<file path="src/rtl/gpio_pinmux_pkg.sv">
// Shared types and register offsets for the multiplexed pad controller.
// Assumes an 8-pad collection window that is aligned to 8 bytes.
package gpio_pinmux_pkg;
    localparam int PADS_PER_COLL = 8;
    localparam int SEL_W         = 2;

    localparam logic [2:0] OFF_SEL_LO = 3'd0;
    localparam logic [2:0] OFF_SEL_HI = 3'd1;
    localparam logic [2:0] OFF_DRIVE  = 3'd2;
    localparam logic [2:0] OFF_LEVEL  = 3'd3;
    localparam logic [2:0] OFF_SENSE  = 3'd6;

    typedef enum logic [SEL_W-1:0] {
        OWN_GPIO = 2'd0,
        OWN_CL_A = 2'd1,
        OWN_CL_B = 2'd2,
        OWN_CL_C = 2'd3
    } owner_e;
endpackage

</file>
<file path="src/rtl/gpio_sync2.sv">
// Two-flop synchronizer for pad levels.
// Assumes each bit is independent: no bus coherency is needed.
module gpio_sync2 #(
    parameter int WIDTH = 8
) (
    input  logic             clk,
    input  logic             rst_n,
    input  logic [WIDTH-1:0] async_in,
    output logic [WIDTH-1:0] sync_out
);
    logic [WIDTH-1:0] stage1;

    // Shift the raw levels through two registers.
    always_ff @(posedge clk) begin
        if (!rst_n) begin
            stage1   <= '0;
            sync_out <= '0;
        end else begin
            stage1   <= async_in;
            sync_out <= stage1;
        end
    end
endmodule

</file>
<file path="src/rtl/gpio_coll.sv">
// One collection of eight pads: the owner, output-enable and output
// registers, the per-pad source mux and the synchronised input byte.
// Assumes that the parent has already decoded wr_en for this collection.
module gpio_coll
    import gpio_pinmux_pkg::*;
(
    input  logic                         clk,
    input  logic                         rst_n,
    input  logic                         wr_en,
    input  logic [2:0]                   off,
    input  logic [7:0]                   wdata,
    input  logic [PADS_PER_COLL-1:0]     pad_in,
    input  logic [2:0][PADS_PER_COLL-1:0] cl_out,
    input  logic [2:0][PADS_PER_COLL-1:0] cl_oe,
    output logic [PADS_PER_COLL-1:0]     pad_out,
    output logic [PADS_PER_COLL-1:0]     pad_oe,
    output logic [7:0]                   rd_byte
);
    logic [7:0] sel_lo, sel_hi, drive_r, level_r;
    logic [PADS_PER_COLL-1:0] sense;
    owner_e owner [PADS_PER_COLL];

    // Update the writable registers from the bus.
    always_ff @(posedge clk) begin
        if (!rst_n) begin
            sel_lo  <= '0;
            sel_hi  <= '0;
            drive_r <= '0;
            level_r <= '0;
        end else if (wr_en) begin
            case (off)
                OFF_SEL_LO: sel_lo  <= wdata;
                OFF_SEL_HI: sel_hi  <= wdata;
                OFF_DRIVE:  drive_r <= wdata;
                OFF_LEVEL:  level_r <= wdata;
                default: ;
            endcase
        end
    end

    gpio_sync2 #(.WIDTH(PADS_PER_COLL)) u_sync (
        .clk(clk), .rst_n(rst_n), .async_in(pad_in), .sync_out(sense)
    );

    // Select the byte at the offset for reading.
    always_comb begin
        case (off)
            OFF_SEL_LO: rd_byte = sel_lo;
            OFF_SEL_HI: rd_byte = sel_hi;
            OFF_DRIVE:  rd_byte = drive_r;
            OFF_LEVEL:  rd_byte = level_r;
            OFF_SENSE:  rd_byte = sense;
            default:    rd_byte = '0;
        endcase
    end

    for (genvar p = 0; p < PADS_PER_COLL; p++) begin : g_pad
        localparam int SH = SEL_W * (p % 4);
        if (p < 4) begin : g_lo
            assign owner[p] = owner_e'(sel_lo[SH +: SEL_W]);
        end else begin : g_hi
            assign owner[p] = owner_e'(sel_hi[SH +: SEL_W]);
        end

        // Route the pad from the GPIO registers or from the selected client.
        always_comb begin
            case (owner[p])
                OWN_CL_A: begin pad_out[p] = cl_out[0][p]; pad_oe[p] = cl_oe[0][p]; end
                OWN_CL_B: begin pad_out[p] = cl_out[1][p]; pad_oe[p] = cl_oe[1][p]; end
                OWN_CL_C: begin pad_out[p] = cl_out[2][p]; pad_oe[p] = cl_oe[2][p]; end
                default:  begin pad_out[p] = level_r[p];   pad_oe[p] = drive_r[p]; end
            endcase
        end


        client_ignores_drive_chk: assert property (@(posedge clk) disable iff (!rst_n)
            ($past(wr_en && off == OFF_DRIVE && owner[p] != OWN_GPIO)
             && $stable(owner[p]) && $stable(cl_oe[0][p]) && $stable(cl_oe[1][p])
             && $stable(cl_oe[2][p])) |-> $stable(pad_oe[p]));
    end


    reset_input_chk: assert property (@(posedge clk)
        $past(!rst_n) |-> (pad_oe == '0 && rd_byte == '0));

    drive_capture_chk: assert property (@(posedge clk) disable iff (!rst_n)
        (wr_en && off == OFF_DRIVE) |=> drive_r == $past(wdata));

    sense_write_ignored_chk: assert property (@(posedge clk) disable iff (!rst_n)
        (wr_en && (off == OFF_SENSE || off == 3'd4 || off == 3'd5 || off == 3'd7))
        |=> ($stable(sel_lo) && $stable(sel_hi) && $stable(drive_r) && $stable(level_r)));
endmodule

</file>
<file path="src/rtl/gpio_pinmux.sv">
// Top of the multiplexed pad controller. It decodes the byte bus onto the
// collections, registers the read data and slices the client vectors.
// Assumes that BASE_ADDR is a multiple of 8 and that the map fits the address width.
module gpio_pinmux
    import gpio_pinmux_pkg::*;
#(
    parameter int NUM_COLL  = 18,
    parameter int ADDR_W    = 8,
    parameter int BASE_ADDR = 'h20
) (
    input  logic                               clk,
    input  logic                               rst_n,
    input  logic [ADDR_W-1:0]                  bus_addr,
    input  logic [7:0]                         bus_wdata,
    input  logic                               bus_wr,
    input  logic                               bus_rd,
    output logic [7:0]                         bus_rdata,
    input  logic [NUM_COLL*PADS_PER_COLL-1:0]  pad_in,
    output logic [NUM_COLL*PADS_PER_COLL-1:0]  pad_out,
    output logic [NUM_COLL*PADS_PER_COLL-1:0]  pad_oe,
    input  logic [NUM_COLL*PADS_PER_COLL-1:0]  cla_out,
    input  logic [NUM_COLL*PADS_PER_COLL-1:0]  cla_oe,
    input  logic [NUM_COLL*PADS_PER_COLL-1:0]  clb_out,
    input  logic [NUM_COLL*PADS_PER_COLL-1:0]  clb_oe,
    input  logic [NUM_COLL*PADS_PER_COLL-1:0]  clc_out,
    input  logic [NUM_COLL*PADS_PER_COLL-1:0]  clc_oe
);
    localparam int IDX_W    = ADDR_W - 3;
    localparam int END_ADDR = BASE_ADDR + 8 * NUM_COLL;

    logic [ADDR_W-1:0] addr_rel;
    logic [IDX_W-1:0]  idx;
    logic [2:0]        off;
    logic              hit;
    logic [7:0]        coll_rd [NUM_COLL];
    logic [7:0]        rd_mux;

    assign addr_rel = bus_addr - ADDR_W'(BASE_ADDR);
    assign idx      = addr_rel[ADDR_W-1:3];
    assign off      = addr_rel[2:0];
    assign hit      = ({1'b0, bus_addr} >= (ADDR_W+1)'(BASE_ADDR))
                   && ({1'b0, bus_addr} <  (ADDR_W+1)'(END_ADDR));

    for (genvar c = 0; c < NUM_COLL; c++) begin : g_coll
        localparam int LO = c * PADS_PER_COLL;
        gpio_coll u_coll (
            .clk    (clk),
            .rst_n  (rst_n),
            .wr_en  (bus_wr && hit && idx == IDX_W'(c)),
            .off    (off),
            .wdata  (bus_wdata),
            .pad_in (pad_in[LO +: PADS_PER_COLL]),
            .cl_out ({clc_out[LO +: PADS_PER_COLL], clb_out[LO +: PADS_PER_COLL],
                      cla_out[LO +: PADS_PER_COLL]}),
            .cl_oe  ({clc_oe[LO +: PADS_PER_COLL], clb_oe[LO +: PADS_PER_COLL],
                      cla_oe[LO +: PADS_PER_COLL]}),
            .pad_out(pad_out[LO +: PADS_PER_COLL]),
            .pad_oe (pad_oe[LO +: PADS_PER_COLL]),
            .rd_byte(coll_rd[c])
        );
    end

    // Pick the read byte of the addressed collection, or 0 when nothing is hit.
    always_comb begin
        rd_mux = '0;
        for (int c = 0; c < NUM_COLL; c++)
            if (hit && idx == IDX_W'(c)) rd_mux = coll_rd[c];
    end

    // Register the read data for one cycle after each strobe.
    always_ff @(posedge clk) begin
        if (!rst_n)      bus_rdata <= '0;
        else if (bus_rd) bus_rdata <= rd_mux;
        else             bus_rdata <= '0;
    end


    idle_rdata_zero_chk: assert property (@(posedge clk) disable iff (!rst_n)
        !bus_rd |=> bus_rdata == '0);

    unused_read_zero_chk: assert property (@(posedge clk) disable iff (!rst_n)
        (bus_rd && (!hit || off == 3'd4 || off == 3'd5 || off == 3'd7)) |=> bus_rdata == '0);
endmodule

</file>
<file path="config.mk">
export PLATFORM = sky130hd
export DESIGN_NAME = gpio_pinmux
export DESIGN_NICKNAME = d
export VERILOG_FILES = /design/src/rtl/gpio_pinmux_pkg.sv /design/src/rtl/gpio_sync2.sv /design/src/rtl/gpio_coll.sv /design/src/rtl/gpio_pinmux.sv
export SDC_FILE = /design/constraint.sdc
export NUM_CORES = 2
export LEC_CHECK = 0
export BUFFER_PORTS_ARGS = -buffer_cell sky130_fd_sc_hd__buf_4
export CAP_MARGIN = 0
export CORE_AREA = 2 2 514 516
export CTS_CLUSTER_DIAMETER = 120
export DETAILED_ROUTE_END_ITERATION = 6
export DIE_AREA = 0 0 516 518
export PLACE_DENSITY = 0.46
export RECOVER_POWER = 100
export SLEW_MARGIN = 10
export SYNTH_ARGS = -nofsm -noshare
export SYNTH_HDL_FRONTEND = slang
export SYNTH_SLANG_ARGS = --single-unit
</file>
<file path="constraint.sdc">
create_clock -name clk -period 2.7 [get_ports clk]
set_input_delay 0.54 -clock clk [delete_from_list [all_inputs] [get_ports clk]]
set_output_delay 0.54 -clock clk [all_outputs]
set_load 0.05 [all_outputs]
</file>
# --- Word level (Yosys, flattened, before mapping) ---
# Index checks and enable logic that the tools add are counted.
op_classes:
  addsub: 1
  magnitude_cmp: 2
  eq_ne: 453
  n_mux: 324
  n_reduce_logical: 113
ops:
  columns: ["cell", "n"]
  rows:
  - ["$pmux 1 s3", 288]
  - ["$pmux 8 s5", 18]
  - ["$eq 2x2->1 const B", 288]
  - ["$eq 2x1->1 const B", 144]
  - ["$reduce_and 2->1", 73]
  - ["$mux 8", 18]
  - ["$eq 5x4->1 const B", 8]
  - ["$logic_and 1x1->1", 38]
  - ["$eq 5x3->1 const B", 4]
  - ["$eq 5x2->1 const B", 2]
  - ["$eq 5x5->1 const B", 2]
  - ["$ge 8x6->1 const B", 1]
  - ["$lt 8x8->1 const B", 1]
  - ["$sub 8x6->8 const B", 1]
  - ["$eq 3x2->1 const B", 2]
  - ["$eq 5x1->1 const B", 1]
  - ["$logic_not 5->1", 1]
  - ["$eq 3x1->1 const B", 1]
  - ["$eq 3x3->1 const B", 1]
  - ["$logic_not 3->1", 1]
word_totals:
  regBits: 872
  input_bits: 1028
  output_inout_bits: 296
  elab_cells: 1002

# --- Depth between registers and ports, before layout ---
logic_depth:
  depth_word: 21
  mapped_depth: 11

# --- Modules after synthesis ---
# A second synthesis with hierarchy kept.
unflattened:
  cells_unflattened: 4154
  hier_area_um2: 44550.2
modules_own_cells:
  columns: ["module", "n_inst", "cells_per_inst", "area_per_inst_um2"]
  rows:
  - ["gpio_coll", 18, 182, 1903.1]
  - ["gpio_sync2", 18, 33, 446.7]
  - ["gpio_pinmux", 1, 284, 2254.7]

# --- Worst setup path after synthesis ---
# OpenSTA, ideal clock, no wires.
synth_timing:
  path_type: "input-to-reg"
  startpoint: "in bus_addr[1]"
  endpoint: "reg bus_rdata[7]"
  setup_time_ps: 142
  arrival_ps: 2045
  path_slack_ps: 513
  path_stages: 10
  path_cell_list: "buf_4 buf_6 buf_6 buf_6 mux2i_1 o21ai_0 o21ai_0 nand4_1 a2111oi_0 a41oi_1"
synth_via:
  elab_chain_cells: 21
synth_lines:
  columns: ["element", "line", "source"]
  rows:
  - ["start, declared", "gpio_pinmux.sv:13", "input logic [ADDR_W-1:0] bus_addr,"]
  - ["$sub 8x6->8, or another cell as far along", "gpio_pinmux.sv:38", "assign addr_rel = bus_addr - ADDR_W'(BASE_ADDR);"]
  - ["$eq 3x3->1, or another cell as far along", "gpio_coll.sv:47", "case (off)"]
  - ["$pmux 8 s5 / $logic_and 1x1->1 (equally long branches)", "gpio_coll.sv:47, gpio_pinmux.sv:67", null]
  - ["$mux 8 (17 in a row)", "gpio_pinmux.sv:67", "if (hit && idx == IDX_W'(c)) rd_mux = coll_rd[c];"]
  - ["$mux 8 (*)", "gpio_pinmux.sv:67", null]
  - ["end signal, assigned", "gpio_pinmux.sv:73", "else if (bus_rd) bus_rdata <= rd_mux;"]
  - ["end, declared", "gpio_pinmux.sv:17", "output logic [7:0] bus_rdata,"]
# Every way passes the cells marked *; elsewhere a longest branch is shown, timed or not.
# A chain may end at the register's enable or synchronous reset.

# --- Worst setup path after layout ---
layout_timing:
  startpoint: "reg g_coll[11].u_coll.sel_lo[1]"
  endpoint: "out pad_oe[88]"
layout_via:
  elab_chain_cells: 2
layout_lines:
  columns: ["element", "line", "source"]
  rows:
  - ["start, declared", "gpio_coll.sv:19", "logic [7:0] sel_lo, sel_hi, drive_r, level_r;"]
  - ["start signal, assigned", "gpio_coll.sv:32", "OFF_SEL_LO: sel_lo <= wdata;"]
  - ["$eq 2x2->1 / $eq 2x1->1 (equally long branches)", "gpio_coll.sv:67", "case (owner[p])"]
  - ["$pmux 1 s3 (*)", "gpio_coll.sv:67", null]
  - ["end, declared", "gpio_pinmux.sv:20", "output logic [NUM_COLL*PADS_PER_COLL-1:0] pad_oe,"]
# Marked as above.

==> qor.csv <==
metric;value;unit
synth-adder-area-share;0;%
synth_edf_count;0;
ir_worst_vdd;0.000461;V
fin_area;0.0671;mm^2
rr_endpoint;bus_rdata[0]$_SDFF_PN0_;
grt_pass1_vias;44164;
ys_ff_latch;872;
clk_path_buf_depth;3;
max_stage_delay;0.62;ns
yosys_most_used_dff;dfxtp_1;
cp_slowest_cell;mux4_2;
synth_cell_types;75;
crit_type;register to output port;
hold_start;pad_in[32];
overflow;0;
hpwl;274000;um
layout.area.seq;0.0176;mm^2
fillCellCount;28271;
grt_max_degree;129;
pre_cts_slack;-0.727;ns
crit_chain;mux4_2, buf_4;
synth_fp_nets;5312;
p_per_area;486;mW/mm^2
cts_buffers;111;
drt_iter0_drc;3798;
cts_sinks;872;
layout_common_cells;buf_4, dfxtp_1, mux2i_1, nand2_1, nand3_1;
syn_inst;4284;
clock-root-buffer;clkbuf_16;
ff2ff_setup_slack;0.13;ns
drc;0;
num_io_pins;1324;
yosysWarningCount;0;
path_clk_slew;0.06;ns
drive_above_1_share;40.8;%
final_common_cell;buf_4;
status;finished with violations;
worst_pin_slew;2.14;ns
place_congestion;1.01;
grt.total_usage;23.8;%
path_delay_family;multiplexers;
die_area;0.267;mm^2
die_w;516;um
coreArea;0.262;mm^2
seq_area_frac_synth;39.6;%
hp-class;input port to register;
utilization;25.6;%
die_y;518;um
synthMuxAreaShare;27.1;%
cp_data_arrival_time;2.10;ns
setup_slack;0.0612;ns
wl;330000;um
regToRegStartpoint;g_coll[7].u_coll.level_r[0]$_SDFFE_PN0P_;
antenna_found_initial;119;
synth_compound_area_share;11.0;%
io_buffers;1323;
drt.antenna.violating_nets;0;
multi_input_area;0.0249;mm^2
worstSkewPairLatency;0.78;ns
grt_first_pass_wirelength;428000;um
fin_crit;2.64;ns
dp.cells;9283;
power.leakage;26.0;nW
worstSetupStartpointType;register;
min_path_cells;2;
dr.pass1.iters;6;
synth_area;0.0441;mm^2
fp-row-count;188;
min_to;g_coll[4].u_coll.u_sync.stage1[0]$_SDFF_PN0_;
async_flop_share;0;%
path_max_fanout;4;
fmax;0.379;GHz
critPathRequiredTime;2.16;ns
syn_area_per_cell;10.3;um^2
reg2reg_depth;10;
slew_violations;266;
fin_crit_sh;97.7;%
crit_buf_inv;1;
hold_violations;0;
yosys.area_share.xor_xnor;0;%
cts_tree;done;
area_growth;52.3;%
yosys.area_share.simple;18.3;%
synth_top_family_by_area;multiplexers;
fin_skew;0.0420;ns
finalSetupViolations;0;
violations;max-capacitance violations, max-slew violations;
fin_nets;7053;
via_per_inst;4.54;
cp-end-kind;output port;
placed_area;0.0618;mm^2
layout.cells.non_filler;9690;
relSlewSlack;-42.8;%
h-tree-depth;3;
start_util;16.8;%
maxCapViolations;4;
post_drt_wl_per_cell;34.1;um
vias;43997;
cells by family after synthesis:
group | count (synthesis)
AO/OA/AOI/OAI | 712
flip-flops | 872
buffers and inverters | 355
multiplexers | 815
AND/OR/NAND/NOR | 1530
power by group:
part	switching, mW	leakage (nW)	internal [mW]
combinational	1.82	17.0	1.92
clock	6.48	1.83	9.18
sequential	0.108	7.15	13.1
total	8.42	26.0	24.2
synthesized netlist by cell type (10+ instances only):
| master | count | area, um^2 |
|---|---|---|
| a21boi_0 | 317 | 2380 |
| a21oi_1 | 92 | 460 |
| a22oi_1 | 13 | 97.6 |
| a31oi_1 | 29 | 181 |
| and2_1 | 294 | 1840 |
| buf_1 | 15 | 56.3 |
| buf_2 | 90 | 450 |
| buf_4 | 35 | 263 |
| buf_6 | 19 | 214 |
| clkbuf_1 | 188 | 706 |
| dfxtp_1 | 872 | 17500 |
| mux2i_1 | 506 | 5060 |
| mux4_2 | 300 | 6760 |
| nand2_1 | 418 | 1570 |
| nand3_1 | 355 | 1780 |
| nand3_2 | 11 | 110 |
| nor2_1 | 111 | 417 |
| nor2_4 | 10 | 113 |
| nor2_8 | 10 | 200 |
| nor2b_1 | 260 | 1630 |
| nor3_1 | 12 | 60.1 |
| o211ai_1 | 30 | 225 |
| o21ai_0 | 110 | 551 |
| o221ai_1 | 12 | 105 |
| o22ai_1 | 44 | 275 |
stage by stage:
step	hold WS [ns]	power, mW	setup TNS (ns)
floorplan	0.412	14.6	0
global placement	0.417	17.0	-5.87
detailed placement	0.419	17.0	-5.06
CTS	0.00793	33.0	0
global route	0.0262	33.6	-0.0294
finish	0.0711	32.6	0
sequential cells by signal, summed over array words and instances (netlist names):
register / count
g_coll.u_coll.sel_hi: 144
g_coll.u_coll.level_r: 144
bus_rdata: 8
g_coll.u_coll.drive_r: 144
g_coll.u_coll.u_sync.stage1: 144
g_coll.u_coll.sel_lo: 144
g_coll.u_coll.u_sync.sync_out: 144
worst register-to-register path, stage by stage, from the launching register on:
cell	delay, ns
dfxtp_1	0.45
mux2i_1	0.29
buf_4	0.15
o22ai_1	0.07
buf_4	0.14
a21oi_1	0.15
o32ai_1	0.16
a2111oi_4	0.43
buf_4	0.19
nand4_1	0.09
o311a_1	0.33
what timing repair did:
action,CTS,global route
buffers inserted,2,0
setup endpoints to repair,145,12
pin swaps,1,0
hold buffers,142,0
hold endpoints to repair,142,0
gates resized for setup,137,11
per-layer routing:
layer / routed length [um] / vias to the layer above / share of wire (%) / track usage (%)
met2: 154000 / 2075 / 47 / 38.9
li1: - / 19123 / - / -
met5: 106 / - / 0.032 / 0
met3: 22700 / 394 / 6.9 / 4.97
met1: 140000 / 22387 / 42 / 30.4
met4: 13900 / 18 / 4.2 / 9.41
area by class of cell:
class / count / share of cell area [%]
inverters: 6 / 0.0336
multi-input cells: 3057 / 37.2
diodes: 65 / 0.242
repair buffers: 1977 / 24.1
flip-flops and latches: 872 / 26.3
clock buffers: 153 / 4.74
clock inverters: 45 / 0.878
well taps: 3515 / 6.56
worst max path at each step:
stage / end / slack, ns / from / depth (start not counted)
final: pad_oe[88] / 0.06 / g_coll[11].u_coll.sel_lo[1]$_SDFFE_PN0P_ / 2
after global routing: pad_oe[5] / -0.007 / g_coll[0].u_coll.sel_hi[3]$_SDFFE_PN0P_ / 2
after CTS: pad_out[120] / 0.0006 / g_coll[15].u_coll.sel_lo[0]$_SDFFE_PN0P_ / 3
after detailed placement: bus_rdata[1]$_SDFF_PN0_ / -0.73 / bus_addr[0] / 10
after global placement: bus_rdata[1]$_SDFF_PN0_ / -0.71 / bus_addr[1] / 10
after floorplan: bus_rdata[7]$_SDFF_PN0_ / 0.51 / bus_addr[1] / 10
Note: power is estimated with default switching activity, not from simulation.
